## config.mk

```make
export PLATFORM = sky130hd
export DESIGN_NAME = trig_detect
export DESIGN_NICKNAME = d
export VERILOG_FILES = /design/src/rtl/trig_pkg.sv /design/src/rtl/trig_cfg_watch.sv /design/src/rtl/trig_hyst_cmp.sv /design/src/rtl/trig_cond.sv /design/src/rtl/trig_detect.sv
export SDC_FILE = /design/constraint.sdc
export NUM_CORES = 1
export LEC_CHECK = 0
export ABC_AREA = 1
export ABC_CLOCK_PERIOD_IN_PS = 5850
export BUFFER_PORTS_ARGS = -buffer_cell sky130_fd_sc_hd__buf_2
export CAP_MARGIN = 20
export CORE_MARGIN = 5
export CORE_UTILIZATION = 40
export DETAILED_ROUTE_END_ITERATION = 7
export GPL_ROUTABILITY_DRIVEN = 0
export GPL_TIMING_DRIVEN = 0
export PLACE_DENSITY = 0.56
export REMOVE_ABC_BUFFERS = 1
export SYNTH_ARGS = -nofsm -noshare
export SYNTH_HDL_FRONTEND = slang
export SYNTH_SLANG_ARGS = --single-unit
```

## constraint.sdc

```tcl
create_clock -name clk -period 5.85 [get_ports clk]
set_clock_uncertainty 0.15 [all_clocks]
set_input_delay 0.585 -clock clk [delete_from_list [all_inputs] [get_ports clk]]
set_output_delay 0.585 -clock clk [all_outputs]
set_load 0.02 [all_outputs]
```

## src/rtl/trig_pkg.sv

```systemverilog
package trig_pkg;

    typedef enum logic [1:0] {
        MODE_RISE  = 2'b00,
        MODE_FALL  = 2'b01,
        MODE_EXIT  = 2'b10,
        MODE_ENTRY = 2'b11
    } trig_mode_e;

    localparam int NCMP     = 3;
    localparam int CMP_MAIN = 0;
    localparam int CMP_LO   = 1;
    localparam int CMP_HI   = 2;

    typedef struct packed {
        logic cur;
        logic nxt;
    } cmp_pair_t;

    function automatic logic in_band(input logic lo_st, input logic hi_st, input logic ok);
        return ok & lo_st & ~hi_st;
    endfunction

    function automatic logic cond_hit(input trig_mode_e m, input cmp_pair_t lvl,
                                      input logic was_in, input logic now_in);
        case (m)
            MODE_RISE:  return ~lvl.cur & lvl.nxt;
            MODE_FALL:  return lvl.cur & ~lvl.nxt;
            MODE_EXIT:  return was_in & ~now_in;
            default:    return ~was_in & now_in;
        endcase
    endfunction

endpackage

```

## src/rtl/trig_cfg_watch.sv

```systemverilog
module trig_cfg_watch #(
    parameter int CW = 8
) (
    input  logic          clk,
    input  logic          rst,
    input  logic          smp_valid,
    input  logic [CW-1:0] cfg_vec,
    output logic          primed
);
    logic [CW-1:0] snap_q;
    logic          primed_q;
    logic          changed;

    assign changed = (cfg_vec != snap_q);
    assign primed  = primed_q & ~changed;

    always_ff @(posedge clk) begin
        snap_q <= cfg_vec;
        if (rst)
            primed_q <= 1'b0;
        else if (smp_valid)
            primed_q <= 1'b1;
        else
            primed_q <= primed;
    end


    seed_needs_sample_chk: assert property (@(posedge clk) disable iff (rst)
        $rose(primed_q) |-> $past(smp_valid));

endmodule

```

## src/rtl/trig_hyst_cmp.sv

```systemverilog
module trig_hyst_cmp #(
    parameter int W  = 12,
    parameter int HW = 8
) (
    input  logic                clk,
    input  logic                rst,
    input  logic                smp_valid,
    input  logic                primed,
    input  logic signed [W-1:0] smp,
    input  logic signed [W-1:0] thr,
    input  logic [HW-1:0]       hyst,
    output trig_pkg::cmp_pair_t st
);
    localparam int EW = W + 2;

    logic signed [EW-1:0] smp_e, thr_e, hyst_e, up_b, dn_b;
    logic st_q, st_n;

    assign smp_e  = EW'(smp);
    assign thr_e  = EW'(thr);
    assign hyst_e = $signed({{(EW-HW){1'b0}}, hyst});
    assign up_b   = thr_e + hyst_e;
    assign dn_b   = thr_e - hyst_e;

    always_comb begin
        if (!primed)
            st_n = (smp_e > thr_e);
        else if (smp_e > up_b)
            st_n = 1'b1;
        else if (smp_e < dn_b)
            st_n = 1'b0;
        else
            st_n = st_q;
    end

    always_ff @(posedge clk) begin
        if (rst)
            st_q <= 1'b0;
        else if (smp_valid)
            st_q <= st_n;
    end

    assign st.cur = st_q;
    assign st.nxt = st_n;


    state_on_valid_chk: assert property (@(posedge clk) disable iff (rst)
        (st_q != $past(st_q)) |-> $past(smp_valid));


    set_above_band_chk: assert property (@(posedge clk) disable iff (rst)
        (smp_valid && primed && smp_e > up_b) |=> st_q);

endmodule

```

## src/rtl/trig_cond.sv

```systemverilog
module trig_cond (
    input  logic                clk,
    input  logic                rst,
    input  logic                smp_valid,
    input  logic                primed,
    input  logic                arm,
    input  logic [1:0]          mode,
    input  logic                band_ok,
    input  trig_pkg::cmp_pair_t lvl,
    input  trig_pkg::cmp_pair_t lo,
    input  trig_pkg::cmp_pair_t hi,
    output logic                trig_pulse
);
    import trig_pkg::*;

    trig_mode_e m;
    logic was_in, now_in, hit;

    assign m      = trig_mode_e'(mode);
    assign was_in = in_band(lo.cur, hi.cur, band_ok);
    assign now_in = in_band(lo.nxt, hi.nxt, band_ok);
    assign hit    = smp_valid & primed & arm & cond_hit(m, lvl, was_in, now_in);

    always_ff @(posedge clk) begin
        if (rst)
            trig_pulse <= 1'b0;
        else
            trig_pulse <= hit;
    end


    bad_band_quiet_chk: assert property (@(posedge clk) disable iff (rst)
        trig_pulse |-> $past(band_ok || !mode[1]));


    armed_primed_chk: assert property (@(posedge clk) disable iff (rst)
        trig_pulse |-> $past(arm && smp_valid && primed));

endmodule

```

## src/rtl/trig_detect.sv

```systemverilog
module trig_detect #(
    parameter int W  = 12,
    parameter int HW = 8
) (
    input  logic                clk,
    input  logic                rst,
    input  logic                smp_valid,
    input  logic signed [W-1:0] smp_data,
    input  logic                arm,
    input  logic [1:0]          cfg_mode,
    input  logic signed [W-1:0] cfg_level,
    input  logic signed [W-1:0] cfg_low,
    input  logic signed [W-1:0] cfg_high,
    input  logic [HW-1:0]       cfg_hyst,
    output logic                trig_pulse,
    output logic                logic_level,
    output logic                logic_valid
);
    import trig_pkg::*;

    localparam int CW = 2 + 3 * W + HW;

    logic                primed;
    logic                band_ok;
    logic signed [W-1:0] thr_sel [NCMP];
    cmp_pair_t           cmp_st  [NCMP];

    trig_cfg_watch #(.CW(CW)) u_watch (
        .clk       (clk),
        .rst       (rst),
        .smp_valid (smp_valid),
        .cfg_vec   ({cfg_mode, cfg_level, cfg_low, cfg_high, cfg_hyst}),
        .primed    (primed)
    );

    assign thr_sel[CMP_MAIN] = cfg_level;
    assign thr_sel[CMP_LO]   = cfg_low;
    assign thr_sel[CMP_HI]   = cfg_high;

    for (genvar i = 0; i < NCMP; i++) begin : g_cmp
        trig_hyst_cmp #(.W(W), .HW(HW)) u_cmp (
            .clk       (clk),
            .rst       (rst),
            .smp_valid (smp_valid),
            .primed    (primed),
            .smp       (smp_data),
            .thr       (thr_sel[i]),
            .hyst      (cfg_hyst),
            .st        (cmp_st[i])
        );
    end

    assign band_ok = (cfg_low <= cfg_high);

    trig_cond u_cond (
        .clk        (clk),
        .rst        (rst),
        .smp_valid  (smp_valid),
        .primed     (primed),
        .arm        (arm),
        .mode       (cfg_mode),
        .band_ok    (band_ok),
        .lvl        (cmp_st[CMP_MAIN]),
        .lo         (cmp_st[CMP_LO]),
        .hi         (cmp_st[CMP_HI]),
        .trig_pulse (trig_pulse)
    );

    always_ff @(posedge clk) begin
        if (rst)
            logic_valid <= 1'b0;
        else
            logic_valid <= smp_valid;
    end

    assign logic_level = cmp_st[CMP_MAIN].cur;


    single_pulse_chk: assert property (@(posedge clk) disable iff (rst)
        trig_pulse |=> !trig_pulse);


    pulse_with_valid_chk: assert property (@(posedge clk) disable iff (rst)
        trig_pulse |-> logic_valid);

endmodule

```

# == Word level (Yosys, flattened, before mapping) ==
# Cells that the tools add are included.
# totals
elab_cells,57
ff_bits,52
input_bits,62
out_inout_bits,3
# op_classes
mux,11
magnitude_cmp,10
n_reduce_logical,1
n_bitwise,19
n_addsub,6
n_eq_ne,3
# op_table
cell,count
46-bit inequality test,1
12-bit by 9-bit adder with 13-bit output,3
12-bit by 13-bit greater-than comparator with 1-bit output,3
12-bit by 13-bit < comparator with 1-bit output,3
12-bit by 9-bit subtractor with 13-bit output,3
12-bit greater-than comparator,3
1-bit AND,12
12-bit <= comparator,1
1-bit 2-to-1 mux,10
1-bit NOT,7
1-bit one-hot mux with 3 select lines,1
"2-bit by 1-bit equality test with 1-bit output, second input constant",1
"2-bit equality test, second input constant",1
2-bit logical NOT,1

# == Depth between registers and ports, before layout ==
# logic_depth
word_depth,11
ltp_mapped,33

# == Modules after synthesis ==
# Synthesis repeated with hierarchy kept, for this count alone.
# unflattened
cells_unflattened,1329
hier_area_um2,8587.0
# modules_own_cells
module,seq_area_each_um2,area_per_inst_um2,cells_per_inst,n_inst
trig_cfg_watch,940.9,2188.3,343,1
trig_hyst_cmp at g_cmp[1].u_cmp,20.0,1955.6,298,1
trig_hyst_cmp at g_cmp[0].u_cmp,20.0,1954.4,297,1
trig_hyst_cmp at g_cmp[2].u_cmp,20.0,1950.6,299,1
trig_detect,20.0,407.9,65,1
trig_cond,20.0,130.1,27,1

# == Worst setup path after synthesis ==
# No wires, ideal clock.
# synth_timing
kind,input-to-reg
start,input port cfg_low[0]
end,register u_cond.trig_pulse
arrival_time_ns,3.525
slack_ns,2.063
path_buffers,0
cell_stages,29
path_cell_list,ha_1 > inv_1 > fa_1 > o31ai_1 > a21oi_1 > o21bai_1 > nand2_1 > inv_1 > o21ai_1 > nand2_1 > nand2_1 > o21ai_1 > nand2_1 > ha_1 > nand2_1 > nor2_1 > inv_1 > nor2_1 > nand2_1 > nand3_1 > nand3_1 > nand2_1 > nand2_2 > nand2_2 > nand2_2 > o21bai_1 > nand2_1 > nor2_1 > nor2_1
# synth_between
elab_chain_cells,11
elab_cells_between_ends,30
classes_between,2 x add/sub; 4 x order compare; 1 x eq/ne; 6 x mux; 17 x bitwise
# synth_rtl
item,line_no,rtl
start: declaration,trig_detect.sv:12,"input logic signed [W-1:0] cfg_low,"
12-bit by 9-bit subtractor with 13-bit output,trig_hyst_cmp.sv:23,assign dn_b = thr_e - hyst_e;
12-bit by 13-bit < comparator with 1-bit output,trig_hyst_cmp.sv:30,else if (smp_e < dn_b)
1-bit 2-to-1 mux,trig_hyst_cmp.sv:30,
1-bit 2-to-1 mux,trig_hyst_cmp.sv:28,else if (smp_e > up_b)
1-bit 2-to-1 mux,trig_hyst_cmp.sv:26,if (!primed)
1-bit AND (2 in series),trig_pkg.sv:21,return ok & lo_st & ~hi_st;
1-bit NOT,trig_pkg.sv:29,MODE_EXIT: return was_in & ~now_in;
1-bit AND,trig_pkg.sv:29,
1-bit one-hot mux with 3 select lines,trig_pkg.sv:26,case (m)
1-bit AND (*),trig_cond.sv:22,"assign hit = smp_valid & primed & arm & cond_hit(m, lvl, was_in, now_in);"
end signal: assignment,trig_cond.sv:28,trig_pulse <= hit;
end: declaration,trig_cond.sv:12,output logic trig_pulse
# Every way passes the cells marked *; elsewhere a longest branch is shown, timed or not.
# A chain may end at the register's enable or synchronous reset.

# == Final worst setup path ==
# layout_timing
start,input port cfg_hyst[1]
end,register u_cond.trig_pulse
# layout_between
elab_chain_cells,11
elab_cells_between_ends,37
classes_between,6 x add/sub; 6 x order compare; 1 x eq/ne; 10 x mux; 14 x bitwise
# layout_rtl
item,line_no,rtl
start: declaration,trig_detect.sv:14,"input logic [HW-1:0] cfg_hyst,"
12-bit by 9-bit subtractor with 13-bit output,trig_hyst_cmp.sv:23,
12-bit by 13-bit < comparator with 1-bit output,trig_hyst_cmp.sv:30,
1-bit 2-to-1 mux,trig_hyst_cmp.sv:30,
1-bit 2-to-1 mux,trig_hyst_cmp.sv:28,
1-bit 2-to-1 mux,trig_hyst_cmp.sv:26,
1-bit AND / 1-bit NOT (equally long branches),trig_pkg.sv:21,
1-bit AND,trig_pkg.sv:21,
1-bit NOT,trig_pkg.sv:29,
1-bit AND,trig_pkg.sv:29,
1-bit one-hot mux with 3 select lines,trig_pkg.sv:26,
1-bit AND (*),trig_cond.sv:22,
# Marks and branches as above.

==> flow_summary.ini <==
[outcome]
status = completed

[power]
clockPowerShare_pct = 25.1
p_leak_uw = 0.00474
ir_worst_vdd_mv = 0.111
power_frac_seq_pct = 26.9
swShare_pct = 41.5
p_total_uw = 1430
p_per_area_nw_per_um2 = 171
switchingPower_uw = 594
comb_power_share_pct = 48.0
internal_power_uw = 836

[logic_synthesis]
synth_warnings = 0
synth-seq-cells = 52
seq_area_frac_synth_pct = 13.6
synthSimpleGateAreaFrac_pct = 30.8
async_reset_ff_share_pct = 0
netlist_area_um2 = 7650
synth_compound_area_share_pct = 9.44
dominantRegCellSynth = dfxtp_1
synth_edf_count = 0
synth_mux_area_share_pct = 0
syn_inst = 1155
synth_top_family_by_area = simple AND/OR/NAND/NOR gates
ys_types = 46
synth_adder_area_share_pct = 29.5
syn_avg_cell_area_um2 = 6.62
synth-xor-area-share_pct = 6.97

[sta]
max_freq_ghz = 0.212
rsz0062_at_grt = no
relSlewSlack_pct = 50.2
worst_pin_slew_ns = 0.738
finalCriticalPeriod_ns = 4.71
hold_ws_ns = 0.291
period_share_pct = 80.5
setup_viol = 0
slew_violations = 0
finalHoldViolations = 0
fin_setup_tns_ns = 0

[drt]
first_iter_violations = 444
ant_nets = 0
vias = 7113
wire_per_inst_um = 15.7
wirelength_um = 22700
drc = 0
dr.pass1.iters = 5
viasPerCell = 4.90

[cts]
insertion_delay_ns = 0.30
cts.clk_slew.worst_paths_ns = 0.08
ctsHoldBuffers = 0
cts_tree = yes
cts_sinks = 52
post_cts_buffers = 0
cts.path.max_buffers = 2
numCtsBuffers = 5
cts_root_buffer = clkbuf_16
cts-resized-gates = 0
cts-htree-levels = 2

[finish]
drive_above_1_share_pct = 9.04
final_area_um2 = 8380
seqCellArea_um2 = 1040
diodes = 0
multi_input_area_um2 = 5870
fin_nets = 1455
fin_cells = 1451
area_growth_pct = 9.50
nFillCells = 2036

[global_routing]
grt_max_degree = 18
grt_pass1_vias = 6503
overflow = 0
grt_use_total_pct = 20.6
antenna_found_initial = 0
grt_pass1_wl_um = 35800

[floorplan]
initial_core_util_pct = 40.8
core_um2 = 18800
pin_count = 65
die_area_um2 = 22000
die_w_um = 148
row_count = 50
die_h_um = 148

[worst_setup_path]
crit_arrival_ns = 4.77
r2r-start = u_watch.snap_q[0]$_DFF_P_
endpoint_kind = flop
cp-start-kind = input pin
crit_top_cell = nand2_1
cp_max_fo = 11
cp_slowest_cell = fa_1
cp-startpoint = cfg_hyst[1]
critical_path_required_ns = 5.90
slowest_delay_ns = 0.49
worstSetupPathType = in2reg

[placement]
placed_cell_area_um2 = 8200
dpl.cell_count = 1443
dp_hpwl_um = 19700
portBuffers = 64

[job]
drv_cap = 0

[worst_hold_path]
hp-start = cfg_low[0]
hp-class = in2reg
==> layer usage <==
layer,global-route usage [%],part of all wire (%),vias up
met3,2.62,4.2,9
met1,30.6,52,3100
met2,33.3,43,136
met4,1.57,0.39,0
li1,-,-,3868
met5,0,0,-
==> cell families after synthesis <==
logic type	after synthesis
adders and majority gates	177
AOI/OAI and AO/OA	125
buffers and inverters	191
DFF	52
xor gates and xnor gates	60
and+or+nand+nor	550
==> worst max-delay path: cells and delay by family <==
kind | cells | cell delay [ns]
AOI/OAI and AO/OA | 6 | 1.14
buffers and inverters | 4 | 0.65
adders and majority gates | 2 | 0.78
and+or+nand+nor | 17 | 1.61
==> layout by cell type (no fill, tap or decap), types with 7 or more instances in the layout <==
| cell | instances |
|---|---|
| inv_1 | 169 |
| nand3_1 | 62 |
| o21ai_1 | 7 |
| nand2_2 | 9 |
| inv_2 | 11 |
| dfxtp_1 | 52 |
| buf_2 | 64 |
| nor3_1 | 11 |
| ha_1 | 171 |
| a21oi_1 | 64 |
| nand4_1 | 35 |
| o21ai_0 | 28 |
| nand2_1 | 309 |
| nor2_1 | 100 |
| xor2_1 | 49 |
| xnor2_1 | 10 |
==> final cells by class <==
| class | count | share of cell area (%) |
|---|---|---|
| Clock buffer | 5 | 1.49 |
| Timing Repair Buffer | 64 | 3.82 |
| Clock inverter | 3 | 0.553 |
| Multi-Input combinational cell | 912 | 70.1 |
| Sequential cell | 52 | 12.4 |
| Tap cell | 234 | 3.50 |
| Inverter | 181 | 8.14 |
==> flip-flops by register name (all words and copies together), names as in the netlist <==
name and count:
u_watch.snap_q 46, g_cmp.u_cmp.st_q 3, logic_valid 1, u_cond.trig_pulse 1, u_watch.primed_q 1
==> cells in the mapped netlist, types with 4 or more instances <==
cell | instances | area share [%]
a21oi_1 | 64 | 4.2
a221oi_1 | 5 | 0.57
a31oi_1 | 4 | 0.33
and2_1 | 5 | 0.41
dfxtp_1 | 52 | 14
fa_1 | 6 | 1.6
ha_1 | 171 | 28
inv_1 | 169 | 8.3
inv_2 | 11 | 0.54
nand2_1 | 309 | 15
nand2_2 | 9 | 0.74
nand3_1 | 62 | 4.1
nand3b_1 | 5 | 0.49
nand4_1 | 35 | 2.9
nor2_1 | 100 | 4.9
nor3_1 | 11 | 0.72
o21ai_0 | 28 | 1.8
o21ai_1 | 7 | 0.46
o21bai_1 | 4 | 0.39
xnor2_1 | 10 | 1.1
xor2_1 | 49 | 5.6
==> final timing paths <==
path | slack (ns) | end | depth (start not counted)
worst max-delay path | 1.14 | u_cond.trig_pulse$_SDFF_PP0_ | 29
worst min register to register | 0.45 | g_cmp[1].u_cmp.st_q$_SDFFE_PP0P_ | 4
worst max register to register | 3.71 | u_cond.trig_pulse$_SDFF_PP0_ | 14
worst min-delay path | 0.29 | u_watch.snap_q[20]$_DFF_P_ | 1
==> through the flow <==
stage	worst slack [ns]	util, %
after floorplan	2.06	-
after global placement	0.877	43.7
after detailed placement	0.912	43.7
after CTS	1.22	44.6
after global routing	0.639	44.6
final	1.14	44.6
==> power groups by stage <==
stage	clock, uW	combinational (uW)	sequential (uW)
final	359	687	384
after global routing	380	799	387
after CTS	365	686	384
after detailed placement	0	682	393
after global placement	0	676	392
after floorplan	0	478	391
Power figures use the tool's default switching activity.
